## src/rtl/lsu_pkg.sv

```systemverilog
// Shared constants and types for the load/store address unit.
// Assumes a 16-register file with 16-bit registers and register 15 as stack pointer.
package lsu_pkg;
    localparam int unsigned XLEN    = 16;
    localparam int unsigned RIDX_W  = 4;
    localparam int unsigned MODE_W  = 3;

    localparam logic [MODE_W-1:0] AM_REG   = 3'd0;
    localparam logic [MODE_W-1:0] AM_DISP  = 3'd1;
    localparam logic [MODE_W-1:0] AM_ABS   = 3'd2;
    localparam logic [MODE_W-1:0] AM_PINC  = 3'd3;
    localparam logic [MODE_W-1:0] AM_PDEC  = 3'd4;
    localparam logic [MODE_W-1:0] AM_PUSH  = 3'd5;

    localparam logic [RIDX_W-1:0] SP_IDX   = 4'd15;

    typedef enum logic [2:0] {
        ST_IDLE,
        ST_ACC0,
        ST_ACC1,
        ST_UPD,
        ST_TRAP_AE,
        ST_TRAP_ILL
    } lsu_state_e;
endpackage

```

## src/rtl/lsu_ea_calc.sv

```systemverilog
// Effective-address former and form checker.
// Purely combinational; assumes register values are already read for this operation.
module lsu_ea_calc
    import lsu_pkg::*;
(
    input  logic [MODE_W-1:0] mode,
    input  logic              is_store,
    input  logic              is_dword,
    input  logic [RIDX_W-1:0] areg_idx,
    input  logic [XLEN-1:0]   areg_val,
    input  logic [XLEN-1:0]   disp,
    output logic [XLEN-1:0]   ea,
    output logic              illegal,
    output logic              misaligned,
    output logic              post_step
);
    localparam logic [XLEN-1:0] WORD_BYTES = XLEN'(2);
    localparam logic [XLEN-1:0] PAIR_BYTES = XLEN'(4);

    logic [XLEN-1:0] push_step;

    // Size of the stack decrement for a push
    always_comb push_step = is_dword ? PAIR_BYTES : WORD_BYTES;

    // Address selection per mode, wrapping modulo 2^XLEN
    always_comb begin
        unique case (mode)
            AM_DISP: ea = areg_val + disp;
            AM_ABS:  ea = disp;
            AM_PUSH: ea = areg_val - push_step;
            default: ea = areg_val;
        endcase
    end

    // Illegal forms: unused codes, push as load, post-decrement store through SP
    always_comb begin
        illegal = (mode > AM_PUSH)
                | ((mode == AM_PUSH) & ~is_store)
                | ((mode == AM_PDEC) & is_store & (areg_idx == SP_IDX));
    end

    // Odd final address and post-update classification
    always_comb begin
        misaligned = ea[0];
        post_step  = (mode == AM_PINC) | (mode == AM_PDEC);
    end
endmodule

```

## src/rtl/lsu_mod_step.sv

```systemverilog
// Address-register post-update with optional circular wrap.
// Combinational; assumes the caller decides whether the result is written.
module lsu_mod_step
    import lsu_pkg::*;
(
    input  logic            is_dword,
    input  logic            is_dec,
    input  logic            wrap_en,
    input  logic [XLEN-1:0] cur,
    input  logic [XLEN-1:0] mod_start,
    input  logic [XLEN-1:0] mod_end,
    output logic [XLEN-1:0] nxt
);
    localparam logic [XLEN-1:0] MASK_WORD = ~XLEN'(1);
    localparam logic [XLEN-1:0] MASK_PAIR = ~XLEN'(3);

    logic [XLEN-1:0] step;
    logic [XLEN-1:0] end_masked;
    logic            hit_end;

    // Step size and end-bound mask follow the access size
    always_comb begin
        step       = is_dword ? XLEN'(4) : XLEN'(2);
        end_masked = mod_end & (is_dword ? MASK_PAIR : MASK_WORD);
        hit_end    = wrap_en & (cur == end_masked);
    end

    // Reload from start bound on a hit, otherwise step
    always_comb begin
        if (hit_end)     nxt = mod_start;
        else if (is_dec) nxt = cur - step;
        else             nxt = cur + step;
    end
endmodule

```

## src/rtl/lsu_trap_gen.sv

```systemverilog
// Address-trap entry values: backups, masked status word and vector.
// Combinational; assumes its inputs are the state captured at acceptance.
module lsu_trap_gen
    import lsu_pkg::*;
#(
    parameter logic [XLEN-1:0] KEEP_MASK = 16'hC001,
    parameter logic [XLEN-1:0] VECTOR    = 16'h3FFC
) (
    input  logic [XLEN-1:0] pc_cur,
    input  logic [XLEN-1:0] psw_cur,
    output logic [XLEN-1:0] bpc_val,
    output logic [XLEN-1:0] bpsw_val,
    output logic [XLEN-1:0] psw_val,
    output logic [XLEN-1:0] pc_val
);
    // Save, mask and redirect
    always_comb begin
        bpc_val  = pc_cur;
        bpsw_val = psw_cur;
        psw_val  = psw_cur & KEEP_MASK;
        pc_val   = VECTOR;
    end
endmodule

```

## src/rtl/lsu_addr_trap.sv

```systemverilog
// Load/store address unit top: accepts one decoded operation, sequences
// word accesses, write-back and address update, or raises a trap.
// Assumes register reads and memory reads return data in the same cycle.
module lsu_addr_trap
    import lsu_pkg::*;
#(
    parameter int unsigned     PSW_MODEN_BIT = 7,
    parameter int unsigned     PSW_F0_BIT    = 15,
    parameter int unsigned     PSW_F1_BIT    = 14,
    parameter int unsigned     PSW_CY_BIT    = 0,
    parameter logic [XLEN-1:0] AE_VECTOR     = 16'h3FFC
) (
    input  logic              clk,
    input  logic              rst_n,
    input  logic              op_valid,
    output logic              op_ready,
    input  logic              op_store,
    input  logic              op_dword,
    input  logic [MODE_W-1:0] op_mode,
    input  logic [RIDX_W-1:0] op_dreg,
    input  logic [RIDX_W-1:0] op_areg,
    input  logic [XLEN-1:0]   op_disp,
    output logic [RIDX_W-1:0] rf_a_idx,
    input  logic [XLEN-1:0]   rf_a_data,
    output logic [RIDX_W-1:0] rf_b_idx,
    input  logic [XLEN-1:0]   rf_b_data,
    output logic [RIDX_W-1:0] rf_c_idx,
    input  logic [XLEN-1:0]   rf_c_data,
    output logic              rf_we,
    output logic [RIDX_W-1:0] rf_widx,
    output logic [XLEN-1:0]   rf_wdata,
    output logic              mem_req,
    output logic              mem_we,
    output logic [XLEN-1:0]   mem_addr,
    output logic [XLEN-1:0]   mem_wdata,
    input  logic [XLEN-1:0]   mem_rdata,
    input  logic [XLEN-1:0]   mod_start,
    input  logic [XLEN-1:0]   mod_end,
    input  logic [XLEN-1:0]   pc_in,
    input  logic [XLEN-1:0]   psw_in,
    output logic              pc_we,
    output logic [XLEN-1:0]   pc_wdata,
    output logic              psw_we,
    output logic [XLEN-1:0]   psw_wdata,
    output logic              bpc_we,
    output logic [XLEN-1:0]   bpc_wdata,
    output logic              bpsw_we,
    output logic [XLEN-1:0]   bpsw_wdata,
    output logic              trap_ae,
    output logic              trap_ill
);
    localparam logic [XLEN-1:0] KEEP_MASK = (XLEN'(1) << PSW_F0_BIT)
                                          | (XLEN'(1) << PSW_F1_BIT)
                                          | (XLEN'(1) << PSW_CY_BIT);

    lsu_state_e state, state_nx;

    logic            accept;
    logic [XLEN-1:0] ea;
    logic            ill, misal, post_step;
    logic [XLEN-1:0] stepped;
    logic [XLEN-1:0] upd_val;
    logic            overlap;
    logic            upd_req;

    logic [XLEN-1:0]   r_ea, r_upd_val, r_wd0, r_wd1, r_pc, r_psw;
    logic [RIDX_W-1:0] r_dlo, r_dhi, r_areg;
    logic              r_store, r_dword, r_upd;

    // Register read indices straight from the decoded operation
    always_comb begin
        rf_a_idx = (op_mode == AM_PUSH) ? SP_IDX : op_areg;
        rf_b_idx = op_dword ? {op_dreg[RIDX_W-1:1], 1'b0} : op_dreg;
        rf_c_idx = {op_dreg[RIDX_W-1:1], 1'b1};
    end

    lsu_ea_calc u_ea (
        .mode       (op_mode),
        .is_store   (op_store),
        .is_dword   (op_dword),
        .areg_idx   (op_areg),
        .areg_val   (rf_a_data),
        .disp       (op_disp),
        .ea         (ea),
        .illegal    (ill),
        .misaligned (misal),
        .post_step  (post_step)
    );

    lsu_mod_step u_step (
        .is_dword  (op_dword),
        .is_dec    (op_mode == AM_PDEC),
        .wrap_en   (psw_in[PSW_MODEN_BIT]),
        .cur       (rf_a_data),
        .mod_start (mod_start),
        .mod_end   (mod_end),
        .nxt       (stepped)
    );

    // Update decision: push always writes SP; loads skip on destination overlap
    always_comb begin
        accept  = op_valid & (state == ST_IDLE);
        overlap = op_dword ? (op_dreg[RIDX_W-1:1] == rf_a_idx[RIDX_W-1:1])
                           : (op_dreg == rf_a_idx);
        upd_req = (op_mode == AM_PUSH) | (post_step & (op_store | ~overlap));
        upd_val = (op_mode == AM_PUSH) ? ea : stepped;
    end

    // Sequencer next state
    always_comb begin
        state_nx = state;
        unique case (state)
            ST_IDLE: if (accept) begin
                if (ill)        state_nx = ST_TRAP_ILL;
                else if (misal) state_nx = ST_TRAP_AE;
                else            state_nx = ST_ACC0;
            end
            ST_ACC0: begin
                if (r_dword)    state_nx = ST_ACC1;
                else if (r_upd) state_nx = ST_UPD;
                else            state_nx = ST_IDLE;
            end
            ST_ACC1: state_nx = r_upd ? ST_UPD : ST_IDLE;
            default: state_nx = ST_IDLE;
        endcase
    end

    // State register
    always_ff @(posedge clk) begin
        if (!rst_n) state <= ST_IDLE;
        else        state <= state_nx;
    end

    // Operation context captured on acceptance
    always_ff @(posedge clk) begin
        if (!rst_n) begin
            r_ea      <= '0;
            r_upd_val <= '0;
            r_wd0     <= '0;
            r_wd1     <= '0;
            r_pc      <= '0;
            r_psw     <= '0;
            r_dlo     <= '0;
            r_dhi     <= '0;
            r_areg    <= '0;
            r_store   <= 1'b0;
            r_dword   <= 1'b0;
            r_upd     <= 1'b0;
        end else if (accept) begin
            r_ea      <= ea;
            r_upd_val <= upd_val;
            r_wd0     <= rf_b_data;
            r_wd1     <= rf_c_data;
            r_pc      <= pc_in;
            r_psw     <= psw_in;
            r_dlo     <= rf_b_idx;
            r_dhi     <= rf_c_idx;
            r_areg    <= rf_a_idx;
            r_store   <= op_store;
            r_dword   <= op_dword;
            r_upd     <= upd_req;
        end
    end

    // Memory port: first word at EA, second at EA+2
    always_comb begin
        mem_req   = (state == ST_ACC0) | (state == ST_ACC1);
        mem_we    = mem_req & r_store;
        mem_addr  = (state == ST_ACC1) ? (r_ea + XLEN'(2)) : r_ea;
        mem_wdata = (state == ST_ACC1) ? r_wd1 : r_wd0;
    end

    // Register write port: load data during access, address update afterwards
    always_comb begin
        rf_we    = (mem_req & ~r_store) | (state == ST_UPD);
        rf_widx  = (state == ST_UPD) ? r_areg : ((state == ST_ACC1) ? r_dhi : r_dlo);
        rf_wdata = (state == ST_UPD) ? r_upd_val : mem_rdata;
    end

    lsu_trap_gen #(
        .KEEP_MASK (KEEP_MASK),
        .VECTOR    (AE_VECTOR)
    ) u_trap (
        .pc_cur   (r_pc),
        .psw_cur  (r_psw),
        .bpc_val  (bpc_wdata),
        .bpsw_val (bpsw_wdata),
        .psw_val  (psw_wdata),
        .pc_val   (pc_wdata)
    );

    // Handshake and trap strobes
    always_comb begin
        op_ready = (state == ST_IDLE);
        trap_ae  = (state == ST_TRAP_AE);
        trap_ill = (state == ST_TRAP_ILL);
        pc_we    = trap_ae;
        psw_we   = trap_ae;
        bpc_we   = trap_ae;
        bpsw_we  = trap_ae;
    end
endmodule

```

## config.mk

```make
export PLATFORM = sky130hd
export DESIGN_NAME = lsu_addr_trap
export DESIGN_NICKNAME = d
export VERILOG_FILES = /design/src/rtl/lsu_pkg.sv /design/src/rtl/lsu_ea_calc.sv /design/src/rtl/lsu_mod_step.sv /design/src/rtl/lsu_trap_gen.sv /design/src/rtl/lsu_addr_trap.sv
export SDC_FILE = /design/constraint.sdc
export NUM_CORES = 1
export LEC_CHECK = 0
export BUFFER_PORTS_ARGS = -buffer_cell sky130_fd_sc_hd__buf_4
export CORE_MARGIN = 2
export CORE_UTILIZATION = 25
export DETAILED_ROUTE_END_ITERATION = 10
export GPL_ROUTABILITY_DRIVEN = 0
export PLACE_DENSITY = 0.45
export SLEW_MARGIN = 20
export SYNTH_ARGS = -nofsm -noshare
export SYNTH_HDL_FRONTEND = slang
export SYNTH_SLANG_ARGS = --single-unit
```

## constraint.sdc

```tcl
create_clock -name clk -period 2.85 [get_ports clk]
set_input_delay 0.285 -clock clk [delete_from_list [all_inputs] [get_ports clk]]
set_output_delay 0.285 -clock clk [all_outputs]
set_load 0.03 [all_outputs]
```

==> flow_summary_export.csv, run 1 <==
group,metric,value,unit
clocking,postCtsSetupBuffers,0,
drt,wl_per_cell,18.2,um
synth,synth_seq_area_share,0.290,
global_routing,grt_usage,0.179,
synth,synth_area_leaders,"dfxtp_1 (29%), nand2_1 (9.8%), a21oi_1 (6.5%)",
die,start_util,0.252,
die,die_w,179,um
sta,maxSlewHeadroom,0.513,
run,max_cap_viol_count,0,
sta,tns,0,ns
clocking,h-tree-depth,3,
clocking,postCtsHoldBufs,0,
die,design.die.area,32000,sq um
synth,synth_top_cell_area_share,0.290,
sta,worst_slack,0.457,ns
synth,synth_compound_area_frac,0.214,
drt,dr.pass1.iters,5,
final_layout,syn_to_final_growth,33.5,%
global_routing,grt_pass1_vias,7488,
global_routing,grt_first_pass_wirelength,43.7,mm
clocking,cts.sinks,111,
synth,yosysMostFrequentCell,"nand2_1",
die,chipHeight,179,um
final_layout,fillerInstances,3276,
power,power_density,453,nW/um^2
min_path,hp-class,"primary input to flop",
sta,drv_slew,0,
synth,yosys_warnings,0,
clocking,clock_latency,0.35,ns
synth,synthAdderAreaFrac,0.0406,
sta,hold_violations,0,
clocking,root_buffer,"clkbuf_16",
clocking,cts_inserted_buffers,9,
clocking,cts_resized,0,
sta,worst_clock_skew,0.0104,ns
drt,antenna_left,0,
final_layout,drive_above_1_share,0.302,
power,finalPower,4620,uW
sta,fin_crit_sh,0.840,
power,ir_drop,261,uV
sta,fmax,0.418,GHz
setup_path,crit_required,3.07,ns
setup_path,crit_fanout,6,
synth,yosysUniqueCellTypes,78,
synth,synth_area_leader_cell,"dfxtp_1",
drt,drt_iter0_markers,368,
global_routing,grt_overflow,0,
synth,avgSynthCellArea,7.61,sq um
global_routing,grt_antenna_before_repair,0,
die,core_region_area,30300,sq um
placement,post-place-ws,0.108,ns
drt,dr_total_vias,7927,
final_layout,fin_nets,1421,
setup_path,critPathKind,"primary input to flop",
synth,ys_ff_latch,111,
placement,port_buffers,266,
setup_path,startpoint_type,"primary input",
final_layout,fin_area,10200,sq um
final_layout,n_antenna_cell,0,
synth,syn_area,7650,sq um
sta,fin_crit,2.39,ns
placement,dpl_cell_area,9940,sq um
synth,synth_edf_count,0,
clocking,cts_buffer_depth,2,
synth,synth_xor_area_frac,0.0675,
drt,wl,29.9,mm
die,rows,64,
synth,netlist_instances,1006,
die,ios,298,
sta,rsz0062_at_grt,"no",
sta,setup-violations-final,0,
drt,drc,0,
synth,synth.area.mux_share,0.0636,
clocking,path_clk_slew,0.08,ns
global_routing,grt_max_degree,49,
final_layout,postLayoutCoreUtil,0.337,
setup_path,crit_path_end_kind,"flop",
clocking,cts_tree,"yes",
sta,worst_pin_slew,0.729,ns
power,power_leakage,0.00443,uW
placement,place_hpwl,23.6,mm
synth,synth_top_family_by_area,"simple AND/OR/NAND/NOR gates",
synth,synthFlopType,"dfxtp_1",
drt,viasPerCell,4.84,
synth,synthSimpleGateAreaFrac,0.230,
setup_path,cp.arrival,2.61,ns
synth,ys_async_sr_fraction,0,
synth,synth_common_cells,"nand2_1 (200), dfxtp_1 (111), a21oi_1 (99)",
status,status,"complete, no violations",
[kinds of logic (layout without fill, tap and decap cells)]
family                     count (synthesis)  after routing
adders and majority gates                 23             23
DFF                                      111            111
and+or+nand+nor                          376            376
xor gates and xnor gates                  59             59
buffers and inverters                    134            343
AOI/OAI and AO/OA                        257            257
muxes                                     44             44
other                                      2             30
[worst max-delay path: stages]
cell and delay, ns:
buf_4 0.11, inv_1 0.09, ha_1 0.16, inv_1 0.05, fa_1 0.48, or4_1 0.53, nor4_1 0.35, a21oi_1 0.10
xnor2_1 0.14, mux2i_1 0.21, a21oi_1 0.10
[layout make-up]
cell class | count | area (sq um) | area share
Clock buffer | 11 | 233 | 0.0228
Clock inverter | 5 | 43.8 | 0.00429
Inverter | 20 | 75.1 | 0.00735
Multi-Input combinational cell | 789 | 4840 | 0.474
Sequential cell | 111 | 2220 | 0.218
Tap cell | 396 | 495 | 0.0485
Timing Repair Buffer | 307 | 2300 | 0.226
[layout by cell type, fill, tap and decap left out, drive strengths merged, types with 20 or more instances in the layout]
master,instances
a21oi,99
buf,307
conb,30
dfxtp,111
ha,20
inv,21
mux2,37
nand2,201
nor2,52
nor3,23
o21ai,39
xnor2,30
xor2,29
[state kept, by name, indices dropped and copies added (netlist names), 4 cells and up]
| register | flops |
|---|---|
| r_pc | 16 |
| r_ea | 16 |
| r_dlo | 4 |
| r_wd0 | 16 |
| r_upd_val | 16 |
| r_psw | 16 |
| r_areg | 4 |
| r_wd1 | 16 |
[layer usage]
layer / track usage / part of all wire
met4: 0.0342 / 0.011
met5: 0 / 0
met2: 0.294 / 0.46
met1: 0.244 / 0.46
met3: 0.0369 / 0.064
[final timing paths]
kind / cells past startpoint / slack [ns] / to / start
min: 3 / 0.17 / r_psw[8] / psw_in[8]
min reg2reg: 2 / 0.45 / r_wd1[7] / r_wd1[7]
max reg2reg: 6 / 0.48 / r_wd1[0] / state[2]
max: 11 / 0.46 / r_upd_val[9] / rf_a_data[1]
[metrics by stage]
step           hold slack, ns  cells
2_1_floorplan           0.421   1034
3_3_place_gp            0.440   1623
3_5_place_dp            0.443   1623
4_1_cts                 0.158   1639
5_1_grt                 0.160   1639
6_report                0.172   1639
[where the power goes]
group	internal (uW)	leakage (uW)	switching (uW)
logic	626	0.00338	971
registers	1690	0.000914	95.9
clock network	606	0.000128	636
total	2920	0.00443	1700
Note: power is estimated with default switching activity, not from simulation.
==> inputs of run 2 (changes only) <==
--- a/config.mk
+++ b/config.mk
@@ -5,12 +5,13 @@
 export SDC_FILE = /design/constraint.sdc
 export NUM_CORES = 1
 export LEC_CHECK = 0
+export ABC_AREA = 1
 export BUFFER_PORTS_ARGS = -buffer_cell sky130_fd_sc_hd__buf_4
 export CORE_MARGIN = 2
 export CORE_UTILIZATION = 25
 export DETAILED_ROUTE_END_ITERATION = 10
 export GPL_ROUTABILITY_DRIVEN = 0
-export PLACE_DENSITY = 0.45
+export PLACE_DENSITY = 0.44
 export SLEW_MARGIN = 20
 export SYNTH_ARGS = -nofsm -noshare
 export SYNTH_HDL_FRONTEND = slang
==> constraint.sdc (replaced) <==
create_clock -name clk -period 2.4 [get_ports clk]
set_input_delay 0.24 -clock clk [delete_from_list [all_inputs] [get_ports clk]]
set_output_delay 0.24 -clock clk [all_outputs]
set_load 0.03 [all_outputs]
==> run 2 against run 1 <==
Sequential power increased by 21%. Register-to-register slack got worse by 0.06 ns. Total power increased by 28%. Sequential share of layout area decreased by 1.6 points. Largest power group is now combinational logic.
==> flow_summary_export.csv, run 2 <==
group,metric,value,unit
drt,wl,34.1,mm
final_layout,n_antenna_cell,0,
setup_path,rr_startpoint,"state[0]",
setup_path,cp.arrival,2.01,ns
power,p_seq_frac,0.363,
final_layout,final_cell_count_no_fill,2037,
synth,ys_async_sr_fraction,0,
power,p_sw_frac,0.396,
sta,maxSlewHeadroom,0.513,
synth,synth_area_leaders,"dfxtp_1 (27%), nand2_1 (19%), inv_1 (7.4%)",
clocking,cts_inserted_buffers,9,
sta,tns,0,ns
placement,dpl.cell_count,2014,
synth,syn_area,8250,sq um
synth,synth_seq_area_share,0.269,
clocking,cts_buffer_depth,2,
setup_path,crit_path_end_kind,"output port",
global_routing,grt_overflow,0,
sta,hold_violations,0,
power,p_sw,2350,uW
power,ir_drop,330,uV
sta,rsz0062_at_grt,"no",
die,design.die.area,34500,sq um
min_path,hold_depth,3,
die,die_w,186,um
synth,yosys_warnings,0,
global_routing,grt_usage,0.192,
setup_path,slowest_stage,"dfxtp_4",
clocking,postCtsHoldBufs,0,
sta,worst_pin_slew,0.725,ns
min_path,hold_path.startpoint,"pc_in[2]",
synth,synth_area_leader_cell,"dfxtp_1",
final_layout,drive_above_1_share,0.257,
sta,fmax,0.445,GHz
setup_path,r2r_cells,9,
drt,drc,0,
drt,antenna_left,0,
clocking,cts.sinks,111,
setup_path,crit_fanout,5,
power,power_density,536,nW/um^2
synth,netlist_instances,1344,
synth,synth_edf_count,0,
setup_path,startpoint_type,"flop",
drt,viasPerCell,4.54,
clocking,clock_latency,0.35,ns
die,core_region_area,32500,sq um
setup_path,r2r_end,"r_ea[3]",
sta,setup-violations-final,0,
synth,avgSynthCellArea,6.14,sq um
setup_path,crit_top_cell,"buf_6",
clocking,root_buffer,"clkbuf_16",
synth,synth_common_cells,"nand2_1 (408), inv_1 (163), dfxtp_1 (111)",
drt,dr_total_vias,9245,
power,p_comb_frac,0.371,
synth,yosysMostFrequentCell,"nand2_1",
min_path,hp-class,"primary input to flop",
global_routing,grt_pass1_vias,8467,
status,status,"complete, no violations",
setup_path,reg2reg_slack,0.42,ns
clocking,path_clk_slew,0.09,ns
clocking,cts_tree,"yes",
placement,place_hpwl,27.0,mm
die,ios,298,
final_layout,layout_commonest_cell,"nand2_1",
global_routing,grt_antenna_before_repair,0,
drt,wl_per_cell,16.7,um
power,p_int,3590,uW
setup_path,cpLargestDelayFamily,"simple AND/OR/NAND/NOR gates",
setup_path,worst-path-buf-inv,5,
sta,worst_clock_skew,0.00955,ns
synth,ys_ff_latch,111,
final_layout,syn_to_final_growth,34.3,%
setup_path,crit_required,2.16,ns
placement,port_buffers,266,
final_layout,most-common-layout-cells,"nand2_1 (407), buf_4 (302), inv_1 (158)",
sta,fin_crit,2.25,ns
synth,synthFlopType,"dfxtp_1",
global_routing,grt_first_pass_wirelength,50.1,mm
power,power_leakage,0.00559,uW
run,max_cap_viol_count,0,
setup_path,crit_chain,"nor2_4 > nand2_4 > buf_6 > inv_4 > and3_4 > inv_2 > nor4_2 > xor2_1 > inv_1 > buf_6",
synth,yosysUniqueCellTypes,47,
power,clockPowerShare,0.266,
synth,synth_top_cell_area_share,0.269,
sta,drv_slew,0,
drt,dr.pass1.iters,5,
die,start_util,0.254,
clocking,h-tree-depth,3,
global_routing,grt_max_degree,63,
die,rows,66,
setup_path,critPathKind,"flop to output port",
sta,fin_crit_sh,0.936,
drt,drt_iter0_markers,579,
final_layout,fin_nets,1773,
min_path,min_to,"r_pc[2]",
die,chipHeight,186,um
final_layout,fillerInstances,3721,
setup_path,max_stage_delay,0.37,ns
## run 2: cell count changes after synthesis, sizes merged, moves of 22 or more
cell | before | now
nor2 | 52 | 109
inv | 20 | 180
xnor2 | 30 | 5
nand3 | 10 | 95
o21ai | 39 | 81
nand2 | 201 | 411
mux2 | 37 | 15
## run 2: worst max path at each step
stage / start / endpoint / slack (ns) / cells past startpoint
floorplan: op_dword / r_ea[11] / 0.27 / 14
global route: r_ea[2] / mem_addr[12] / 0.007 / 9
global placement: rf_a_data[1] / r_ea[11] / 0.02 / 15
detailed placement: rf_a_data[1] / r_ea[11] / -0.04 / 15
CTS: r_ea[2] / mem_addr[15] / -0.009 / 10
finish: state[0] / mem_addr[12] / 0.15 / 10
## run 2: stage by stage
step / total power, uW / setup WS [ns] / hold WS [ns] / cell area, sq um / util
6_report: 5940 / 0.153 / 0.133 / 11100 / 0.341
5_1_grt: 6310 / 0.00676 / 0.119 / 11100 / 0.341
4_1_cts: 6000 / -0.00885 / 0.116 / 11000 / 0.339
3_5_place_dp: 4370 / -0.0418 / 0.439 / 10600 / 0.326
3_3_place_gp: 4360 / 0.0225 / 0.434 / 10600 / 0.326
2_1_floorplan: 3520 / 0.268 / 0.385 / 8360 / -
## run 2: cell families (layout without fill, tap and decap cells)
kind of cell,after synthesis,in the layout,share of synthesized area
AND/OR/NAND/NOR,661,661,0.340
buffers and inverters,281,504,0.155
AO/OA/AOI/OAI,219,219,0.143
flip-flops,111,111,0.269
XOR/XNOR,31,31,0.0329
adder cells (fa/ha/maj),23,23,0.0376
multiplexers,16,16,0.0217
other,2,30,0.000910
## run 2: power groups by stage
stage | Combinational (uW) | Sequential [uW] | Clock, uW
4_1_cts | 2200 | 2150 | 1650
3_5_place_dp | 2180 | 2190 | 0
5_1_grt | 2420 | 2180 | 1710
3_3_place_gp | 2170 | 2190 | 0
2_1_floorplan | 1290 | 2240 | 0
6_report | 2200 | 2150 | 1580
## run 2: cell type report
cell class                      instances  area (sq um)  share of cell area
Timing Repair Buffer                  308          2360               0.213
Inverter                              180           678              0.0612
Sequential cell                       111          2230               0.202
Multi-Input combinational cell        980          4940               0.446
Clock buffer                            9           225              0.0203
Clock inverter                          7          86.3             0.00779
Tap cell                              442           553              0.0499
## run 2: layer usage
metal / track usage / share of wire / up-vias
li1: - / - / 4680
met1: 0.266 / 0.46 / 4219
met2: 0.313 / 0.46 / 311
met3: 0.0260 / 0.060 / 35
met4: 0.0501 / 0.021 / 0
met5: 0 / 0 / -
## run 2: worst reg2reg max path, delay by kind of cell (launching register included)
kind | cells | cell delay (ns)
flip-flops | 1 | 0.37
buffers and inverters | 4 | 0.83
AO/OA/AOI/OAI | 2 | 0.37
AND/OR/NAND/NOR | 3 | 0.32
## run 2: repair_timing
item	CTS	global route
setup buffers	5	2
setup endpoints to repair	5	6
pin swaps	8	8
resized for setup	21	12
==> inputs of run 3 (changes only) <==
--- a/config.mk
+++ b/config.mk
@@ -8,11 +8,12 @@
 export ABC_AREA = 1
 export BUFFER_PORTS_ARGS = -buffer_cell sky130_fd_sc_hd__buf_4
 export CORE_MARGIN = 2
-export CORE_UTILIZATION = 25
+export CORE_UTILIZATION = 45
 export DETAILED_ROUTE_END_ITERATION = 10
 export GPL_ROUTABILITY_DRIVEN = 0
-export PLACE_DENSITY = 0.44
+export PLACE_DENSITY = 0.7
 export SLEW_MARGIN = 20
 export SYNTH_ARGS = -nofsm -noshare
 export SYNTH_HDL_FRONTEND = slang
+export SYNTH_HIERARCHICAL = 1
 export SYNTH_SLANG_ARGS = --single-unit
==> run 3 against run 2 <==
The run now ends with setup timing left. First-iteration DRC count rose by 16%. Area after synthesis rose by 8.7%. Die area fell by 39%.
==> flow_summary_export.csv, run 3 <==
group,metric,value,unit
setup_path,startpoint_type,"primary input",
drt,dr.pass1.iters,5,
clocking,clock_latency,0.36,ns
global_routing,grt_max_degree,141,
drt,viasPerCell,5.01,
sta,tns,-0.459,ns
die,rows,51,
final_layout,postLayoutCoreUtil,0.604,
synth,synth_seq_area_share,0.248,
setup_path,crit_path_end_kind,"flop",
die,design.die.area,21100,sq um
drt,drc,0,
synth,synth_area_leaders,"dfxtp_1 (25%), nand2_1 (16%), inv_1 (7.4%)",
setup_path,reg2reg_slack,0.56,ns
placement,port_buffers,266,
die,start_util,0.459,
status,status,"complete, but fails checks",
placement,dpl.cell_count,1908,
synth,yosys_warnings,6,
global_routing,grt_first_pass_wirelength,43.7,mm
min_path,hp-class,"primary input to flop",
min_path,hold_path.startpoint,"pc_in[12]",
clocking,h-tree-depth,3,
clocking,root_buffer,"clkbuf_16",
die,ios,298,
synth,syn_area,8970,sq um
sta,maxSlewHeadroom,0.532,
final_layout,layout_commonest_cell,"nand2_1",
final_layout,syn_to_final_growth,31.5,%
power,ir_drop,328,uV
clocking,cts_inserted_buffers,9,
sta,worst_clock_skew,0.00847,ns
clocking,cts_buffer_depth,2,
drt,wl,28.4,mm
synth,yosysUniqueCellTypes,49,
synth,netlist_instances,1402,
sta,worst_slack,-0.149,ns
synth,synth_edf_count,0,
setup_path,r2r_end,"r_upd_val[11]",
sta,hold_violations,0,
sta,fin_crit,2.55,ns
global_routing,grt_antenna_before_repair,0,
clocking,postCtsHoldBufs,0,
final_layout,fin_nets,1859,
sta,rsz0062_at_grt,"yes",
global_routing,grt_overflow,0,
setup_path,rr_startpoint,"state[0]",
final_layout,n_antenna_cell,0,
synth,synthFlopType,"dfxtp_1",
synth,avgSynthCellArea,6.40,sq um
final_layout,final_cell_count_no_fill,1932,
global_routing,grt_pass1_vias,8602,
sta,worst_pin_slew,0.701,ns
clocking,cts.sinks,111,
clocking,path_clk_slew,0.08,ns
setup_path,r2r_cells,6,
synth,synth_top_cell_area_share,0.248,
die,core_region_area,19500,sq um
synth,synth_common_cells,"nand2_1 (389), inv_1 (176), a21oi_1 (125)",
synth,ys_async_sr_fraction,0,
global_routing,grt_usage,0.254,
clocking,cts_tree,"yes",
sta,drv_slew,0,
synth,yosysMostFrequentCell,"nand2_1",
setup_path,crit_required,2.63,ns
sta,setup-violations-final,7,
final_layout,most-common-layout-cells,"nand2_1 (375), buf_4 (343), inv_1 (171)",
setup_path,cp.arrival,2.78,ns
sta,fmax,0.392,GHz
setup_path,critPathKind,"primary input to flop",
sta,fin_crit_sh,1.06,
drt,drt_iter0_markers,672,
status,violations,"setup timing",
power,power_leakage,0.00600,uW
synth,synth_area_leader_cell,"dfxtp_1",
drt,antenna_left,0,
drt,dr_total_vias,9670,
power,power_density,516,nW/um^2
final_layout,drive_above_1_share,0.326,
die,die_w,145,um
setup_path,crit_fanout,5,
min_path,min_to,"r_pc[12]",
power,finalPower,6080,uW
die,chipHeight,145,um
synth,ys_ff_latch,111,
drt,wl_per_cell,14.7,um
placement,place_hpwl,22.1,mm
min_path,hold_depth,3,
run,max_cap_viol_count,0,
-- run 3: cell types whose count changed in the layout (fill, tap and decap cells not counted), sizes merged, moves of 6 or more --
cell	before	now
nand4	21	14
ha	20	35
buf	308	348
nand3	95	69
a21boi	6	0
nor2	109	94
or2	6	0
nand2	411	427
a21oi	110	155
o21ai	81	106
xor2	26	15
-- run 3: critical path, stage by stage --
cell,delay (ns)
buf_8,0.11
inv_8,0.05
ha_4,0.12
nand4_1,0.14
nor2_2,0.18
inv_2,0.09
o21ai_2,0.13
o211ai_1,0.11
ha_1,0.38
a21o_1,0.25
nand2_1,0.13
nand2_2,0.09
a21oi_2,0.16
nand2_2,0.08
inv_2,0.06
nand2_2,0.04
nand3_2,0.05
nand2_2,0.07
nand2_4,0.07
o21ai_2,0.04
o21ai_1,0.09
a21oi_1,0.08
-- run 3: report_power, final --
part | switching (uW) | internal [uW]
Sequential | 114 | 2030
Combinational | 1520 | 969
Clock | 726 | 717
-- run 3: logic make-up (layout without fill, tap and decap cells) --
| family | after synthesis | after routing | share of synthesized area |
|---|---|---|---|
| fa+ha+maj | 36 | 36 | 0.0511 |
| xor+xnor | 18 | 18 | 0.0176 |
| simple gates | 625 | 625 | 0.307 |
| mux | 16 | 16 | 0.0201 |
| flops | 111 | 111 | 0.248 |
| compound gates | 285 | 285 | 0.181 |
| buf+inv | 308 | 546 | 0.174 |
| other cells | 3 | 30 | 0.00126 |
-- run 3: repair_timing --
item	CTS	global route
gates resized for setup	3	80
buffers inserted	1	8
endpoints found under the setup margin	4	22
pin swaps	2	46
-- run 3: worst max path at each step --
stage / endpoint / slack [ns] / start / depth (start not counted)
CTS: r_ea[13] / 0.002 / op_disp[0] / 18
finish: r_upd_val[15] / -0.15 / op_disp[0] / 22
floorplan: r_upd_val[15] / 0.02 / op_disp[1] / 24
global placement: r_upd_val[15] / -0.35 / op_disp[0] / 25
global route: r_upd_val[15] / -0.19 / op_disp[0] / 22
detailed placement: r_upd_val[15] / -0.44 / op_disp[0] / 23
-- run 3: per-stage QoR --
stage,hold WS (ns),setup WS [ns],instance area (sq um)
5_1_grt,0.117,-0.195,11800
2_1_floorplan,0.376,0.0159,9100
6_report,0.132,-0.149,11800
3_3_place_gp,0.433,-0.352,11200
4_1_cts,0.117,0.00185,11500
3_5_place_dp,0.439,-0.438,11200
-- run 3: layout make-up --
| type | instances | area, sq um |
|---|---|---|
| Clock buffer | 9 | 225 |
| Clock inverter | 6 | 58.8 |
| Fill cell | 1883 | 7730 |
| Inverter | 183 | 703 |
| Multi-Input combinational cell | 1010 | 5590 |
| Sequential cell | 111 | 2220 |
| Tap cell | 265 | 332 |
| Timing Repair Buffer | 348 | 2660 |
-- run 3: routing by layer --
layer	global-route usage	wire length [um]	part of all wire
met1	0.344	12800	0.45
met2	0.417	13000	0.46
met3	0.0425	1910	0.067
met4	0.0716	788	0.028
met5	0	0	0
